$ cat src/rtl/cardirq_pkg.sv
package cardirq_pkg;
    localparam int BYTE_W = 8;

    // register byte offsets
    localparam int OFF_STA  = 0;
    localparam int OFF_STB  = 1;
    localparam int OFF_STC  = 2;
    localparam int OFF_MSKA = 4;
    localparam int OFF_MSKB = 5;
    localparam int OFF_CFGL = 8;
    localparam int OFF_CFGH = 9;

    // status A bit positions
    localparam int STA_WP    = 1;
    localparam int STA_CD_D3 = 2;
    localparam int STA_CD_GP = 3;
    localparam int STA_MBLK  = 4;
    localparam int STA_BLK   = 5;
    localparam int STA_CDCHG = 6;
    localparam int STA_INS   = 7;

    // config register bit positions
    localparam int CFG_GIE   = 15;
    localparam int CFG_SELD3 = 14;
    localparam int CFG_SELGP = 13;
    localparam int CFG_POLHI = 12;
    localparam int CFG_CRCAB = 11;

    localparam logic [BYTE_W-1:0] STICKY_A = 8'hF0;
    localparam logic [BYTE_W-1:0] STICKY_B = 8'hFF;
    localparam logic [BYTE_W-1:0] MASKA_WR = 8'hF0;
    localparam logic [BYTE_W-1:0] MASKB_WR = 8'hFE;

    typedef struct packed {
        logic [BYTE_W-1:0] mask_a;
        logic [BYTE_W-1:0] mask_b;
        logic [15:0]       cfg;
        logic              freeze;
        logic              cd_prev;
    } ctl_t;
endpackage

$ cat src/rtl/cardirq_sync.sv
module cardirq_sync #(
    parameter int W      = 3,
    parameter int STAGES = 2
) (
    input  logic         clk,
    input  logic         rst_n,
    input  logic [W-1:0] din,
    output logic [W-1:0] dout
);
    logic [W-1:0] stg_q [STAGES];
    logic [W-1:0] stg_d [STAGES];

    always_comb begin
        stg_d[0] = din;
        for (int s = 1; s < STAGES; s++) begin
            stg_d[s] = stg_q[s-1];
        end
    end

    generate
        for (genvar s = 0; s < STAGES; s++) begin : g_stage
            always_ff @(posedge clk or negedge rst_n) begin
                if (!rst_n) stg_q[s] <= '0;
                else        stg_q[s] <= stg_d[s];
            end
        end
    endgenerate

    assign dout = stg_q[STAGES-1];
endmodule

$ cat src/rtl/cardirq_evt_bank.sv
module cardirq_evt_bank #(
    parameter int           W      = 8,
    parameter logic [W-1:0] STICKY = '1
) (
    input  logic         clk,
    input  logic         rst_n,
    input  logic [W-1:0] ev,
    input  logic [W-1:0] clr,
    input  logic [W-1:0] lvl,
    output logic [W-1:0] q
);
    logic [W-1:0] evt_d, evt_q;

    // a new event overrides a simultaneous clear
    always_comb begin
        evt_d = ((evt_q & ~clr) | ev) & STICKY;
    end

    always_ff @(posedge clk or negedge rst_n) begin
        if (!rst_n) evt_q <= '0;
        else        evt_q <= evt_d;
    end

    assign q = (evt_q & STICKY) | (lvl & ~STICKY);

    generate
        for (genvar i = 0; i < W; i++) begin : g_chk
            if (STICKY[i]) begin : g_sticky
                a_r2_event_sets: assert property (@(posedge clk) disable iff (!rst_n)
                    ev[i] |=> q[i]);
                a_r3_clear_drops: assert property (@(posedge clk) disable iff (!rst_n)
                    (clr[i] && !ev[i]) |=> !q[i]);
                a_r2_bit_holds: assert property (@(posedge clk) disable iff (!rst_n)
                    (q[i] && !clr[i]) |=> q[i]);
            end
        end
    endgenerate
endmodule

$ cat src/rtl/card_irq_status.sv
module card_irq_status
    import cardirq_pkg::*;
#(
    parameter int ADDR_W      = 4,
    parameter int BLEN_W      = 11,
    parameter int SYNC_STAGES = 2
) (
    input  logic              clk,
    input  logic              rst_n,
    input  logic [ADDR_W-1:0] bus_addr,
    input  logic              bus_we,
    input  logic [7:0]        bus_wdata,
    output logic [7:0]        bus_rdata,
    input  logic              ev_mblk_done,
    input  logic              ev_blk_done,
    input  logic              ev_dev_insert,
    input  logic              ev_sdio,
    input  logic              ev_cmd_done,
    input  logic              ev_rsp_timeout,
    input  logic              ev_autostop,
    input  logic              ev_data_timeout,
    input  logic              ev_rsp_crc,
    input  logic              ev_rd_crc,
    input  logic              ev_wr_crc,
    input  logic              pin_wp,
    input  logic              pin_cd_dat3,
    input  logic              pin_cd_gpi,
    input  logic              cmd_busy,
    input  logic              data_busy,
    output logic              irq,
    output logic              card_present,
    output logic [BLEN_W-1:0] blk_len_m1,
    output logic              crc_abort_en,
    output logic              clk_freeze_en
);
    localparam logic [15:0] CFG_WMASK = 16'hF800 | 16'((32'h1 << BLEN_W) - 1);

    ctl_t r_d, r_q;

    logic [2:0] pin_s;
    logic       wp_s, d3_s, gp_s;

    cardirq_sync #(.W(3), .STAGES(SYNC_STAGES)) u_sync (
        .clk  (clk),
        .rst_n(rst_n),
        .din  ({pin_cd_gpi, pin_cd_dat3, pin_wp}),
        .dout (pin_s)
    );
    assign {gp_s, d3_s, wp_s} = pin_s;

    // address decode
    logic hit_sta, hit_stb, hit_stc, hit_mska, hit_mskb, hit_cfgl, hit_cfgh;
    always_comb begin
        hit_sta  = bus_addr == ADDR_W'(OFF_STA);
        hit_stb  = bus_addr == ADDR_W'(OFF_STB);
        hit_stc  = bus_addr == ADDR_W'(OFF_STC);
        hit_mska = bus_addr == ADDR_W'(OFF_MSKA);
        hit_mskb = bus_addr == ADDR_W'(OFF_MSKB);
        hit_cfgl = bus_addr == ADDR_W'(OFF_CFGL);
        hit_cfgh = bus_addr == ADDR_W'(OFF_CFGH);
    end

    // card-detect source selection
    logic src_valid, sel_lvl, cd_change;
    always_comb begin
        src_valid = r_q.cfg[CFG_SELGP] | r_q.cfg[CFG_SELD3];
        if (r_q.cfg[CFG_SELGP])      sel_lvl = gp_s;
        else if (r_q.cfg[CFG_SELD3]) sel_lvl = d3_s;
        else                         sel_lvl = 1'b0;
        cd_change    = src_valid && (sel_lvl != r_q.cd_prev);
        card_present = src_valid && (r_q.cfg[CFG_POLHI] ? sel_lvl : ~sel_lvl);
    end

    // status banks
    logic [7:0] ev_a, ev_b, clr_a, clr_b, lvl_a, st_a, st_b, st_c;
    always_comb begin
        ev_a = '0;
        ev_a[STA_MBLK]  = ev_mblk_done;
        ev_a[STA_BLK]   = ev_blk_done;
        ev_a[STA_CDCHG] = cd_change;
        ev_a[STA_INS]   = ev_dev_insert;
        ev_b = {ev_wr_crc, ev_rd_crc, ev_rsp_crc, ev_data_timeout,
                ev_autostop, ev_rsp_timeout, ev_cmd_done, ev_sdio};
        lvl_a = '0;
        lvl_a[STA_WP]    = wp_s;
        lvl_a[STA_CD_D3] = d3_s;
        lvl_a[STA_CD_GP] = gp_s;
        clr_a = (bus_we && hit_sta) ? bus_wdata : 8'h00;
        clr_b = (bus_we && hit_stb) ? bus_wdata : 8'h00;
    end

    cardirq_evt_bank #(.W(8), .STICKY(STICKY_A)) u_bank_a (
        .clk(clk), .rst_n(rst_n), .ev(ev_a), .clr(clr_a), .lvl(lvl_a), .q(st_a)
    );
    cardirq_evt_bank #(.W(8), .STICKY(STICKY_B)) u_bank_b (
        .clk(clk), .rst_n(rst_n), .ev(ev_b), .clr(clr_b), .lvl(8'h00), .q(st_b)
    );

    // next-state logic for control registers
    always_comb begin
        r_d = r_q;
        r_d.cd_prev = sel_lvl;
        if (bus_we) begin
            if (hit_mska) r_d.mask_a = bus_wdata & MASKA_WR;
            if (hit_mskb) r_d.mask_b = bus_wdata & MASKB_WR;
            if (hit_cfgl) r_d.cfg[7:0]  = bus_wdata & CFG_WMASK[7:0];
            if (hit_cfgh) r_d.cfg[15:8] = bus_wdata & CFG_WMASK[15:8];
            if (hit_stc)  r_d.freeze = bus_wdata[7];
        end
    end

    always_ff @(posedge clk or negedge rst_n) begin
        if (!rst_n) r_q <= '0;
        else        r_q <= r_d;
    end

    // read mux and outputs
    always_comb begin
        st_c = {r_q.freeze, 1'b0, data_busy, cmd_busy, 4'b0000};
        bus_rdata = 8'h00;
        if (hit_sta)  bus_rdata = st_a;
        if (hit_stb)  bus_rdata = st_b;
        if (hit_stc)  bus_rdata = st_c;
        if (hit_mska) bus_rdata = r_q.mask_a;
        if (hit_mskb) bus_rdata = r_q.mask_b;
        if (hit_cfgl) bus_rdata = r_q.cfg[7:0];
        if (hit_cfgh) bus_rdata = r_q.cfg[15:8];
        irq = r_q.cfg[CFG_GIE] && (|((st_a & r_q.mask_a) | (st_b & r_q.mask_b)));
    end

    assign blk_len_m1    = r_q.cfg[BLEN_W-1:0];
    assign crc_abort_en  = r_q.cfg[CFG_CRCAB];
    assign clk_freeze_en = r_q.freeze;

    a_r10_edge_records_change: assert property (@(posedge clk) disable iff (!rst_n)
        (src_valid && (sel_lvl != r_q.cd_prev)) |=> st_a[STA_CDCHG]);
    a_r9_freeze_stable: assert property (@(posedge clk) disable iff (!rst_n)
        !(bus_we && hit_stc) |=> $stable(clk_freeze_en));
    a_r8_cfg_stable: assert property (@(posedge clk) disable iff (!rst_n)
        !(bus_we && (hit_cfgl || hit_cfgh)) |=> ($stable(blk_len_m1) && $stable(crc_abort_en)));
    a_r7_sdio_alone_quiet: assert property (@(posedge clk) disable iff (!rst_n)
        ((st_a & r_q.mask_a) == 8'h00 && st_b == 8'h01) |-> !irq);
endmodule

$ cat config.mk
export PLATFORM = sky130hd
export DESIGN_NAME = card_irq_status
export DESIGN_NICKNAME = d
export VERILOG_FILES = /design/src/rtl/cardirq_pkg.sv /design/src/rtl/cardirq_sync.sv /design/src/rtl/cardirq_evt_bank.sv /design/src/rtl/card_irq_status.sv
export SDC_FILE = /design/constraint.sdc
export NUM_CORES = 1
export LEC_CHECK = 0
export CORE_ASPECT_RATIO = 0.8
export CORE_MARGIN = 4
export CORE_UTILIZATION = 50
export CTS_CLUSTER_SIZE = 28
export DETAILED_ROUTE_END_ITERATION = 10
export GPL_ROUTABILITY_DRIVEN = 0
export GPL_TIMING_DRIVEN = 1
export PLACE_DENSITY_LB_ADDON = 0.3
export SYNTH_ARGS = -nofsm -noshare
export SYNTH_HDL_FRONTEND = slang
export SYNTH_SLANG_ARGS = --single-unit
$ cat constraint.sdc
create_clock -name clk -period 2.56 [get_ports clk]
set_input_delay 0.64 -clock clk [delete_from_list [all_inputs] [get_ports clk]]
set_output_delay 0.64 -clock clk [all_outputs]
set_load 0.005 [all_outputs]
==> results of run 1 <==
[synthesized netlist by cell type (2+ instances only)]
cell | instances | share of area [%]
a211oi_1 | 2 | 0.61
a21o_1 | 13 | 4.0
a21oi_1 | 5 | 1.0
a22oi_1 | 2 | 0.61
a31oi_1 | 3 | 0.77
and2b_1 | 3 | 0.92
buf_4 | 14 | 4.3
dfrtp_1 | 47 | 48
inv_1 | 6 | 0.92
mux2_2 | 28 | 13
mux2i_1 | 4 | 1.6
nand2_1 | 23 | 3.5
nand2b_1 | 3 | 0.77
nand3_1 | 6 | 1.2
nor2_1 | 14 | 2.2
nor2_4 | 2 | 0.92
nor2b_1 | 2 | 0.51
nor3_1 | 3 | 0.61
nor3b_2 | 2 | 1.0
o21ai_0 | 15 | 3.1
o21ai_1 | 2 | 0.41
o32ai_1 | 2 | 0.72
xnor2_1 | 2 | 0.72
xor2_1 | 2 | 0.72
[power by group]
group	total (mW)	internal (mW)	switching (mW)
logic	0.489	0.308	0.181
registers	0.960	0.857	0.103
clock network	0.551	0.291	0.260
total	2.00	1.46	0.544
[logic make-up after synthesis]
kind of cell / synth area share [%]
compound gates: 14.0
xor+xnor: 1.43
buf+inv: 6.86
flops: 48.2
mux: 14.5
simple gates: 15.0
[state kept, by name, summed over array words and instances, names as in the netlist]
signal and count:
u_bank_b.q 8, u_bank_a.evt_q 4, u_sync.dout 3, blk_len_m1 11, r_q 16, crc_abort_en 1, u_sync.stg_d 3, clk_freeze_en 1
[area by class of cell]
type                            count  area, um^2  share of cell area, %
Multi-Input combinational cell    154        1130                   34.9
Clock buffer                        5        68.8                   2.13
Inverter                            6        22.5                  0.698
Tap cell                           60        75.1                   2.33
Sequential cell                    47        1180                   36.4
Timing Repair Buffer               79         713                   22.1
Clock inverter                      3        43.8                   1.36
[worst paths after layout]
kind | slack, ns | depth (start not counted) | from | to
min in group clk | 0.35 | 0 | u_sync.stg_d[0] | u_sync.dout[0]
worst min register to register | 0.35 | 0 | u_sync.stg_d[0] | u_sync.dout[0]
worst max-delay path | 0.09 | 6 | bus_addr[1] | bus_rdata[5]
max in group asynchronous | 1.74 | 2 | rst_n | u_bank_b.q[2]
worst max register to register | 1.47 | 2 | u_sync.dout[2] | u_bank_a.evt_q[6]
worst min-delay path | 0.31 | 1 | rst_n | u_bank_b.q[1]
[worst register-to-register path, delay by kind of cell (launching register included)]
kind / cells / cell delay, ns
DFF: 1 / 0.45
AOI/OAI and AO/OA: 1 / 0.34
xor gates and xnor gates: 1 / 0.18
[metal layers]
layer	vias up	GRT usage, %	wire length, um
li1	920	-	-
met1	920	28.1	2660
met2	87	33.0	2770
met3	10	6.84	562
met4	0	5.80	83
met5	-	0	0
[per-stage QoR]
stage / hold slack [ns] / area (um^2) / std cells
6_report: 0.305 / 3230 / 354
3_3_place_gp: 0.332 / 3070 / 340
4_1_cts: 0.323 / 3240 / 353
2_1_floorplan: 0.331 / 2440 / 225
5_1_grt: 0.346 / 3230 / 354
3_5_place_dp: 0.336 / 3070 / 340
[cell usage in the layout, fill, tap and decap left out, types with 3 or more instances in the layout]
cell type | netlist | layout
nor2_1 | 14 | 14
buf_4 | 14 | 22
mux2i_1 | 4 | 4
mux2_2 | 28 | 28
clkbuf_8 | 0 | 5
a21oi_1 | 5 | 5
o21ai_0 | 15 | 14
nand2_1 | 23 | 22
inv_1 | 6 | 6
clkbuf_2 | 0 | 5
nand2b_1 | 3 | 3
buf_2 | 1 | 5
buf_12 | 1 | 3
dfrtp_1 | 47 | 47
a21o_1 | 13 | 13
dlygate4sd2_1 | 0 | 3
clkdlybuf4s50_1 | 0 | 39
nand3_1 | 6 | 6
nor3_1 | 3 | 3
[timing repair]
action,4_1_cts,5_1_grt
setup buffers,5,1
resized for setup,39,7
pin swaps,7,1
endpoints found under the setup margin,9,9
==> impl_metrics.toml, run 1 <==
[status]
status = "complete, no violations"

[synthesis]
synthesis.nets = 256
synthArstFlopShare_pct = 100
ys_seq_elements = 47
synth_area_um2 = 2440
synth-edff-count = 0
ys_warn_count = 0
ys_seq_area_share_pct = 48.2
synth-main-ff-cell = "dfrtp_1"
syn-instance-count = 225
avgSynthCellArea_um2 = 10.9
ys_types = 44

[setup_path]
path_delay_family = "buffers and inverters"
required_ns = 1.92
critPathLaunchType = "input port"
cp_max_fo = 4
crit_type = "in2out"
crit_arrival_ns = 1.83
cp_slowest_cell = "dlygate4sd2_1"
cp_slowest_stage_delay_ns = 0.30
path_buf_inv = 3
path_cells = "dlygate4sd2_1 > buf_4 > o21ai_0 > nand3_1 > a31oi_2 > buf_2"
endpoint_kind = "output port"

[sta]
rsz0062_at_grt = "false"
skew_ns = 0.00287
max_slew.worst_pin.slew_ns = 0.546
finalSetupViolations = 0
hold_viol = 0
setup_ws_ns = 0.0909
period_needed_ns = 2.47
finalSetupTns_ns = 0
slew_viol_final = 0
slew_headroom_pct = 63.6
clock.fmax_ghz = 0.405
timing.final.crit_share_pct = 96.4

[routing]
drtAntennaViolNets = 0
dr.pass1.iters = 4
vias_per_cell = 5.47
routedWlPerCell_um = 17.2
initialDrtViolationCount = 156
drt-total-wl_um = 6070
drc = 0
dr_total_vias = 1937

[cts]
numCtsBuffers = 5
clk_path_buf_depth = 2
clk_pin_slew_ns = 0.09
cts_hold_buffers = 0
clock-sinks = 47
clk_latency_ns = 0.30
h-tree-depth = 2
cts_tree = "yes"
cts_root_buffer = "clkbuf_8"

[power]
powerDensity_nw_per_um2 = 620
power.leakage_nw = 1.38
ir_worst_vdd_mv = 0.429
power_mw = 2.00

[floorplanning]
dieArea_um2 = 6070
rows = 22
die_y_um = 70.5
start_util_pct = 52.5
fp.dieW_um = 86.1
io_pins = 54
core_um2 = 4650

[placement]
hpwl_um = 4390
dpl_worst_slack_ns = -0.622
io_buffer_count = 53

[final_layout]
num-fill-cells = 367
drive_gt1_share_pct = 29.6
fin_nets = 324
syn2layout_area_growth_pct = 32.1
post-route-util_pct = 69.4
antenna_cells = 0

[job]
drv_cap = 0

[grt]
first_global_vias = 1942
grt_max_degree = 25
track_usage_pct = 21.1
antenna_found_initial = 0
grt_pass1_wl_um = 9780
grt.overflow.total = 0

[hold_path]
hold_path_class = "in2async"
Power figures use the tool's default switching activity.
==> run 2, diff against run 1 <==
--- a/config.mk
+++ b/config.mk
@@ -13,6 +13,7 @@
 export GPL_ROUTABILITY_DRIVEN = 0
 export GPL_TIMING_DRIVEN = 1
 export PLACE_DENSITY_LB_ADDON = 0.3
+export RECOVER_POWER = 25
 export SYNTH_ARGS = -nofsm -noshare
 export SYNTH_HDL_FRONTEND = slang
 export SYNTH_SLANG_ARGS = --single-unit
==> run 2 against run 1 <==
Register-to-register slack is essentially flat. Sequential share of layout area about the same. Combinational power about the same. Die area unchanged. Final area about the same. Sequential cell count unchanged. Global-route usage stayed put. Clock-buffer cell count unchanged. Largest cell class unchanged. Largest power group unchanged.
==> impl_metrics.toml, run 2 (synthesized netlist as in run 1, its figures left out) <==
[status]
status = "complete, no violations"

[final_layout]
top_register = "r_q"
post-route-util_pct = 69.3
largest_register_ffs = 16
stdcell_count = 354
final_common_cell = "dfrtp_1"
syn2layout_area_growth_pct = 32.1
final_cell_mix = "47 x dfrtp_1, 36 x clkdlybuf4s50_1, 28 x mux2_2"
fin_nets = 324
drive_gt1_share_pct = 29.3
antenna_cells = 0

[cts]
clk_path_buf_depth = 2
clk_latency_ns = 0.30
cts_hold_buffers = 0
clk_pin_slew_ns = 0.09
clock-sinks = 47
cts_tree = "yes"
numCtsBuffers = 5
cts_root_buffer = "clkbuf_8"
h-tree-depth = 2

[floorplanning]
start_util_pct = 52.5
io_pins = 54
fp.dieW_um = 86.1
dieArea_um2 = 6070
core_um2 = 4650
die_y_um = 70.5
rows = 22

[power]
p_clk_share_pct = 27.6
ir_worst_vdd_mv = 0.429
pwr-share-seq_pct = 48.0
power.internal_mw = 1.45
p_sw_uw = 544
powerDensity_nw_per_um2 = 620
p_comb_share_pct = 24.4
switching_share_pct = 27.2
power.leakage_nw = 1.37

[routing]
routedWlPerCell_um = 17.1
vias_per_cell = 5.47
drtAntennaViolNets = 0
drt-total-wl_um = 6070
drc = 0
dr_total_vias = 1937
dr.pass1.iters = 4
initialDrtViolationCount = 156

[grt]
grt_max_degree = 25
antenna_found_initial = 0
grt_pass1_wl_um = 9780
grt.overflow.total = 0
first_global_vias = 1942
track_usage_pct = 21.1

[setup_path]
endpoint_kind = "output port"
critPathLaunchType = "input port"
cp_max_fo = 4
required_ns = 1.92
crit_type = "in2out"
crit_arrival_ns = 1.83

[placement]
dp.cells = 340
io_buffer_count = 53
hpwl_um = 4390

[sta]
hold_viol = 0
finalSetupViolations = 0
slew_headroom_pct = 13.1
period_needed_ns = 2.47
timing.final.crit_share_pct = 96.4
skew_ns = 0.00287
slew_viol_final = 0
max_slew.worst_pin.slew_ns = 1.30
clock.fmax_ghz = 0.405
rsz0062_at_grt = "false"

[hold_path]
hold_path_class = "reg2reg"

[job]
drv_cap = 0
## run 2: power groups by stage
stage	registers, mW	logic, mW	clock network, mW
3_5_place_dp	0.970	0.488	0
2_1_floorplan	0.936	0.285	0
5_1_grt	0.975	0.535	0.593
6_report	0.960	0.488	0.551
3_3_place_gp	0.967	0.476	0
4_1_cts	0.957	0.494	0.556
## run 2: cell type report
| type | instances | area, um^2 |
|---|---|---|
| tap | 60 | 75.1 |
| clock inverter | 3 | 43.8 |
| timing repair buffer | 79 | 712 |
| clock buffer | 5 | 68.8 |
| fill | 368 | 1430 |
| sequential | 47 | 1180 |
| inverter | 6 | 22.5 |
| multi-input combinational | 154 | 1130 |
## run 2: worst paths after layout
kind / start / to / slack, ns / cells past startpoint
max: bus_addr[1] / bus_rdata[5] / 0.09 / 6
min in group asynchronous: rst_n / u_bank_b.q[1] / 0.60 / 1
min reg2reg: u_sync.stg_d[0] / u_sync.dout[0] / 0.35 / 0
max in group asynchronous: rst_n / blk_len_m1[5] / 1.20 / 1
max reg2reg: u_sync.dout[2] / u_bank_a.evt_q[6] / 1.47 / 2
min: u_sync.stg_d[0] / u_sync.dout[0] / 0.35 / 0
## run 2: worst max-delay path, cell delays in order
cell	delay, ns
dlygate4sd2_1	0.30
buf_4	0.17
o21ai_0	0.22
nand3_1	0.12
a31oi_2	0.23
buf_2	0.14
## run 2: repair_timing
action | CTS | global route
endpoints found under the setup margin | 9 | 9
pin swaps | 7 | 1
buffers inserted | 5 | 1
gates resized for setup | 39 | 7
## run 2: stage by stage
| step | TNS (ns) | power (mW) | instance area, um^2 | hold WS (ns) | setup WS (ns) |
|---|---|---|---|---|---|
| 6_report | 0 | 2.00 | 3230 | 0.354 | 0.0909 |
| 4_1_cts | -0.0414 | 2.01 | 3240 | 0.323 | -0.0329 |
| 3_5_place_dp | -4.45 | 1.46 | 3070 | 0.336 | -0.622 |
| 3_3_place_gp | -4.27 | 1.44 | 3070 | 0.332 | -0.583 |
| 5_1_grt | 0 | 2.10 | 3230 | 0.364 | 0.0107 |
| 2_1_floorplan | 0 | 1.22 | 2440 | 0.331 | 0.533 |
## run 2: metal layers
layer / GRT usage, % / part of all wire, % / vias up
met2: 33.0 / 46 / 87
li1: - / - / 920
met5: 0 / 0 / -
met4: 5.80 / 1.4 / 0
met1: 28.1 / 44 / 920
met3: 6.84 / 9.2 / 10
